## src/rtl/tprobe_pkg.sv

```systemverilog
package tprobe_pkg;
  typedef logic [1:0] trit_t;
  localparam trit_t TRIT_O = 2'b00;
  localparam trit_t TRIT_P = 2'b01;
  localparam trit_t TRIT_N = 2'b10;
endpackage

```

## src/rtl/tprobe_addr_dec.sv

```systemverilog
module tprobe_addr_dec #(
  parameter int NUM_CHAN     = 9,
  parameter int INT_PER_CHAN = 14,
  parameter int ADDR_W       = 7,
  parameter int LIDX_W       = 4
) (
  input  logic [ADDR_W-1:0]   addr_i,
  output logic                sel_sdo_o,
  output logic                sel_ref_o,
  output logic [NUM_CHAN-1:0] chan_oh_o,
  output logic [LIDX_W-1:0]   line_idx_o
);
  localparam int unsigned REF_CODE = (1 << ADDR_W) - 1;

  int unsigned addr_int;

  assign addr_int  = 32'(addr_i);
  assign sel_sdo_o = (addr_int == 0);
  assign sel_ref_o = (addr_int == REF_CODE);

  for (genvar c = 0; c < NUM_CHAN; c++) begin : g_chan_hit
    localparam int unsigned BASE = 1 + c * INT_PER_CHAN;
    assign chan_oh_o[c] = !sel_ref_o && (addr_int >= BASE) &&
                          (addr_int < BASE + INT_PER_CHAN);
  end

  always_comb begin
    line_idx_o = '0;
    for (int c = 0; c < NUM_CHAN; c++) begin
      if (chan_oh_o[c]) line_idx_o = LIDX_W'(addr_int - 32'(1 + c * INT_PER_CHAN));
    end
  end

  always_comb begin

    chan_onehot_chk: assert ($onehot0(chan_oh_o));

    if (chan_oh_o != '0) begin
      line_range_chk: assert (32'(line_idx_o) < 32'(INT_PER_CHAN));
    end

    if (sel_sdo_o) begin
      sdo_no_chan_chk: assert (chan_oh_o == '0);
    end
  end
endmodule

```

## src/rtl/tprobe_line_sel.sv

```systemverilog
module tprobe_line_sel
  import tprobe_pkg::*;
#(
  parameter int NUM_CHAN     = 9,
  parameter int INT_PER_CHAN = 14,
  parameter int LIDX_W       = 4
) (
  input  logic [NUM_CHAN*INT_PER_CHAN*2-1:0] lines_i,
  input  logic [NUM_CHAN-1:0]                chan_oh_i,
  input  logic [LIDX_W-1:0]                  line_idx_i,
  output trit_t                              line_trit_o,
  output logic                               line_hit_o
);
  trit_t ch_val [NUM_CHAN];

  for (genvar c = 0; c < NUM_CHAN; c++) begin : g_chan_mux
    always_comb begin
      ch_val[c] = TRIT_O;
      for (int l = 0; l < INT_PER_CHAN; l++) begin
        if (line_idx_i == LIDX_W'(l)) ch_val[c] = lines_i[2*(c*INT_PER_CHAN+l) +: 2];
      end
    end
  end

  always_comb begin
    line_trit_o = TRIT_O;
    for (int c = 0; c < NUM_CHAN; c++) begin
      line_trit_o = line_trit_o | (ch_val[c] & {2{chan_oh_i[c]}});
    end
  end

  assign line_hit_o = |chan_oh_i;

  always_comb begin

    if (!line_hit_o) begin
      idle_neutral_chk: assert (line_trit_o == TRIT_O);
    end
  end
endmodule

```

## src/rtl/tprobe_out_mux.sv

```systemverilog
module tprobe_out_mux
  import tprobe_pkg::*;
(
  input  logic  sel_sdo_i,
  input  logic  sel_ref_i,
  input  logic  line_hit_i,
  input  logic  sdo_i,
  input  trit_t line_trit_i,
  output trit_t trit_o
);
  always_comb begin
    if (sel_sdo_i)       trit_o = sdo_i ? TRIT_P : TRIT_N;
    else if (sel_ref_i)  trit_o = TRIT_O;
    else if (line_hit_i) trit_o = line_trit_i;
    else                 trit_o = TRIT_O;
  end
endmodule

```

## src/rtl/tline_probe_mux.sv

```systemverilog
module tline_probe_mux
  import tprobe_pkg::*;
#(
  parameter int NUM_CHAN       = 9,
  parameter int LINES_PER_CHAN = 15,
  parameter int ADDR_W         = 7
) (
  input  logic [ADDR_W-1:0]                         test_addr_i,
  input  logic                                      spi_sdo_i,
  input  logic [NUM_CHAN*(LINES_PER_CHAN-1)*2-1:0]  lines_i,
  output logic [1:0]                                test_o
);
  localparam int INT_PER_CHAN = LINES_PER_CHAN - 1;
  localparam int LIDX_W       = (INT_PER_CHAN > 1) ? $clog2(INT_PER_CHAN) : 1;

  logic                sel_sdo;
  logic                sel_ref;
  logic                line_hit;
  logic [NUM_CHAN-1:0] chan_oh;
  logic [LIDX_W-1:0]   line_idx;
  trit_t               line_trit;
  trit_t               out_trit;

  tprobe_addr_dec #(
    .NUM_CHAN(NUM_CHAN), .INT_PER_CHAN(INT_PER_CHAN),
    .ADDR_W(ADDR_W), .LIDX_W(LIDX_W)
  ) addr_dec_i (
    .addr_i(test_addr_i), .sel_sdo_o(sel_sdo), .sel_ref_o(sel_ref),
    .chan_oh_o(chan_oh), .line_idx_o(line_idx)
  );

  tprobe_line_sel #(
    .NUM_CHAN(NUM_CHAN), .INT_PER_CHAN(INT_PER_CHAN), .LIDX_W(LIDX_W)
  ) line_sel_i (
    .lines_i(lines_i), .chan_oh_i(chan_oh), .line_idx_i(line_idx),
    .line_trit_o(line_trit), .line_hit_o(line_hit)
  );

  tprobe_out_mux out_mux_i (
    .sel_sdo_i(sel_sdo), .sel_ref_i(sel_ref), .line_hit_i(line_hit),
    .sdo_i(spi_sdo_i), .line_trit_i(line_trit), .trit_o(out_trit)
  );

  assign test_o = out_trit;

  always_comb begin

    if (test_addr_i == '0) begin
      sdo_code_chk: assert (test_o == (spi_sdo_i ? TRIT_P : TRIT_N));
    end

    if (test_addr_i == '1) begin
      ref_code_chk: assert (test_o == TRIT_O);
    end

    valid_code_chk: assert ((test_o != 2'b11) || (line_hit && line_trit == 2'b11));
  end
endmodule

```

## config.mk

```make
export PLATFORM = sky130hd
export DESIGN_NAME = tline_probe_mux
export DESIGN_NICKNAME = d
export VERILOG_FILES = /design/src/rtl/tprobe_pkg.sv /design/src/rtl/tprobe_addr_dec.sv /design/src/rtl/tprobe_line_sel.sv /design/src/rtl/tprobe_out_mux.sv /design/src/rtl/tline_probe_mux.sv
export SDC_FILE = /design/constraint.sdc
export NUM_CORES = 1
export LEC_CHECK = 0
export BUFFER_PORTS_ARGS = -buffer_cell sky130_fd_sc_hd__buf_4
export CORE_AREA = 2 2 100 102
export DETAILED_ROUTE_END_ITERATION = 12
export DIE_AREA = 0 0 102 104
export GPL_TIMING_DRIVEN = 0
export PLACE_DENSITY = 0.79
export REMOVE_ABC_BUFFERS = 1
export SYNTH_ARGS = -nofsm -noshare
export SYNTH_HDL_FRONTEND = slang
export SYNTH_SLANG_ARGS = --single-unit
```

## constraint.sdc

```tcl
create_clock -name vclk -period 5.64
set_input_delay 1.128 -clock vclk [all_inputs]
set_output_delay 1.128 -clock vclk [all_outputs]
set_load 0.02 [all_outputs]
```

==> metrics.md <==
| Metric | Value |
|---|---|
| Result of the run | `finished with violations` |
| Violated checks | `negative setup slack` |
| Clock share of power | `0%` |
| Number of port buffers | `262` |
| Y dimension of the die | `approximately 100 µm` |
| Number of buffers added to fix hold violations after cts | `0` |
| Gate count of the mapped netlist | `609` |
| Width of the die | `102 µm` |
| Wirelength, routed | `25600 µm` |
| Worst Setup End Kind | `output pin` |
| Internal power of the cells | `496 µW` |
| Sequential cell area fraction in the yosys report | `0%` |
| Number of rows created at floorplan | `36` |
| Share of power burned in registers | `0%` |
| Count of endpoints failing setup in the final report | `2` |
| Post-Synthesis Cell Area | `roughly 3600 µm²` |
| CP max FO | `7` |
| Number of routed nets with antenna violations | `0` |
| DRC Markers | `0` |
| Max-cap violations | `0` |
| Net switching power figure | `about 640 µW` |
| Area Overhead vs Synth | `94.7%` |
| Number of warnings printed during yosys synthesis | `0` |
| Share of the clock period used by the worst path | `108%` |
| Multi-input gate area | `around 4000 µm²` |
| Number of sequential cells in the layout | `0` |
| Max Clk Rate | `164 MHz` |
| Storage element area | `0 µm²` |
| Drt wl/cell | `around 24 µm` |
| Combinational power share | `100.0%` |
| Iteration count of the initial detailed-routing pass | `9` |
| Most used cell along the critical path | `sky130_fd_sc_hd__buf_6` |
| Reported leakage power | `3.11 nW` |
| Area of the placeable core | `9550 µm²` |
| Delay of the slowest cell on the worst path | `0.65 ns` |
| Post-route setup slack | `-0.475 ns` |
| Worst min-delay path class | `in2out` |
| Tightest hold margin | `2.75 ns` |
| Final Max Tran Viols | `0` |
| Starting density of the core | `roughly two fifths` |
| Net Sw Frac | `56.3%` |
| Worst endpoint data arrival time | `4.99 ns` |
| Total power of the final layout | `1.14 mW` |
| Critical path data required time | `4.51 ns` |
| Worst VDD drop | `0.108 mV` |
| Minimum clock period | `6.11 ns` |
| Number of nets in the layout | `between 1k and 1.5k` |
| Aggregate global routing overflow | `0` |
| Average size of a mapped cell | `approximately 6.0 µm²` |
| Detailed-route vias per instance | `6.77` |
| Ordered list of cells on the worst path | `buf_12 -> buf_6 -> or3_4 -> nor2_4 -> o41ai_4 -> buf_4 -> or3_4 -> a211oi_4 -> buf_6 -> buf_6 -> o221ai_4 -> o311ai_0 -> a21oi_1 -> nor2_1 -> o2111ai_1 -> nor4_1 -> a31oi_1 -> buf_4` |
| Placer's final routability congestion estimate | `0.966` |
| First-pass GRT wire length | `34900 µm` |
| Fraction of final layout cells sized beyond drive strength 1 | `roughly half` |
| Count of cell types in the netlist | `77` |
| Boundary Pins | `roughly 260` |
| Total vias in the final route | `7106` |
| Setup repair after global routing missed its margin | `yes` |
| Half-perimeter wire length after detailed placement | `16000 µm` |
| Critical path start-end classification | `in2out` |
| Slew at the pin closest to its max-slew limit | `0.693 ns` |
| Number of DRC markers in iteration 0 | `1011` |
| Count of clock-net buffers in the final layout | `0` |
| Vias in the first global route | `6473` |
| Maximum number of pins on one net before global-route repair | `48` |
| Worst slew slack as a fraction of its limit | `53.2%` |
| Number of inserted filler cells in the final layout | `781` |
| DIE AREA | `10600 µm²` |
| Final hold viol count | `0` |
| Critical Path Start Type | `input port` |
| Worst hold path stage count | `4` |
| Tot GR Track Use | `41.5%` |
| Critical-path cell with the highest stage delay | `sky130_fd_sc_hd__o311ai_0` |
| Pwr per Cell Area | `~160 nW/µm²` |
| Diodes inserted | `0` |
| Initial antenna violation count | `0` |
worst max-delay path: cells and delay by family:
family	cells	cell delay, ns
AOI/OAI and AO/OA	7	1.66
buffers and inverters	6	0.85
and+or+nand+nor	5	1.33
cells in the final DEF, fill, tap and decap left out, types with 5 or more instances in the layout:
| cell type | count |
|---|---|
| sky130_fd_sc_hd__inv_1 | 5 |
| sky130_fd_sc_hd__o221ai_1 | 7 |
| sky130_fd_sc_hd__nand2_1 | 105 |
| sky130_fd_sc_hd__nand3_1 | 38 |
| sky130_fd_sc_hd__nor3_1 | 18 |
| sky130_fd_sc_hd__buf_4 | 331 |
| sky130_fd_sc_hd__buf_6 | 11 |
| sky130_fd_sc_hd__buf_12 | 5 |
| sky130_fd_sc_hd__a221oi_1 | 5 |
| sky130_fd_sc_hd__a221o_1 | 5 |
| sky130_fd_sc_hd__nor2_1 | 33 |
| sky130_fd_sc_hd__xnor2_1 | 5 |
| sky130_fd_sc_hd__a31oi_1 | 14 |
| sky130_fd_sc_hd__o211ai_1 | 11 |
| sky130_fd_sc_hd__mux2i_1 | 18 |
| sky130_fd_sc_hd__a32oi_1 | 5 |
| sky130_fd_sc_hd__o21ai_0 | 38 |
| sky130_fd_sc_hd__nor4_1 | 5 |
| sky130_fd_sc_hd__nor2_4 | 13 |
| sky130_fd_sc_hd__a21oi_1 | 47 |
| sky130_fd_sc_hd__o22ai_1 | 11 |
| sky130_fd_sc_hd__a211oi_1 | 12 |
| sky130_fd_sc_hd__nand4_1 | 5 |
| sky130_fd_sc_hd__and3_1 | 10 |
Yosys cell counts (6+ instances only):
library cell	instances	area share, %
sky130_fd_sc_hd__nand2_1	110	11
sky130_fd_sc_hd__a21oi_1	49	6.7
sky130_fd_sc_hd__nor2_1	44	4.5
sky130_fd_sc_hd__nand3_1	42	5.8
sky130_fd_sc_hd__o21ai_0	42	5.8
sky130_fd_sc_hd__buf_2	28	3.8
sky130_fd_sc_hd__mux2i_1	18	4.9
sky130_fd_sc_hd__nor3_1	18	2.5
sky130_fd_sc_hd__a31oi_1	16	2.7
sky130_fd_sc_hd__a211oi_1	15	3.1
sky130_fd_sc_hd__o22ai_1	13	2.2
sky130_fd_sc_hd__o211ai_1	11	2.3
sky130_fd_sc_hd__and3_1	10	1.7
sky130_fd_sc_hd__buf_4	10	2.1
sky130_fd_sc_hd__o221ai_1	10	2.4
sky130_fd_sc_hd__clkbuf_1	9	0.93
sky130_fd_sc_hd__buf_1	8	0.82
sky130_fd_sc_hd__a32oi_1	6	1.4
sky130_fd_sc_hd__inv_1	6	0.62
sky130_fd_sc_hd__or3_1	6	1.0
final cells by class:
cell class / instances / area share (%)
timing repair buffer: 354 / 40.8
tap: 133 / 2.34
multi-input combinational: 556 / 56.3
inverter: 7 / 0.476
cells by family (layout without fill, tap and decap cells):
logic type	after synthesis	after routing	synth area share [%]
and+or+nand+nor	269	272	35.1
AOI/OAI and AO/OA	245	253	46.9
buffers and inverters	64	361	8.98
muxes	21	21	6.17
xor gates and xnor gates	6	6	1.44
adders and majority gates	4	4	1.37
path summary, 6_finish.rpt:
check,start,endpoint,slack (ns)
setup / recovery,test_addr_i[1],test_o[0],-0.47
hold / removal,spi_sdo_i,test_o[0],2.75
through the flow:
step	area, µm²	setup slack [ns]	instances	TNS [ns]	util (%)
2_1_floorplan	3350	-1.43	552	-2.78	-
3_3_place_gp	5480	-4.00	947	-7.85	57.4
3_5_place_dp	5620	-2.05	951	-3.87	58.8
4_1_cts	6580	-0.372	1012	-0.713	68.9
5_1_grt	7100	-0.506	1050	-1.01	74.4
6_report	7100	-0.475	1050	-0.878	74.4
metal layers:
metal,part of all wire [%],GRT usage (%),vias up
li1,-,-,3007
met1,34,50.5,3189
met2,43,68.4,708
met3,15,11.0,202
met4,7.7,17.0,0
met5,0,0,-
power by group through the flow:
| stage | clock, mW | sequential [mW] | combinational (mW) |
|---|---|---|---|
| after floorplan | 0 | 0 | 0.427 |
| after global placement | 0 | 0 | 0.755 |
| after detailed placement | 0 | 0 | 0.785 |
| after CTS | 0 | 0 | 0.972 |
| after global routing | 0 | 0 | 1.17 |
| final | 0 | 0 | 1.14 |
repair_timing:
item | 4_1_cts | 5_1_grt
pin swaps | 32 | 28
buffers inserted | 53 | 32
cloned | 8 | 6
setup endpoints to repair | 2 | 2
gates resized for setup | 98 | 29
No activity file was read; power rests on OpenSTA's default activity.
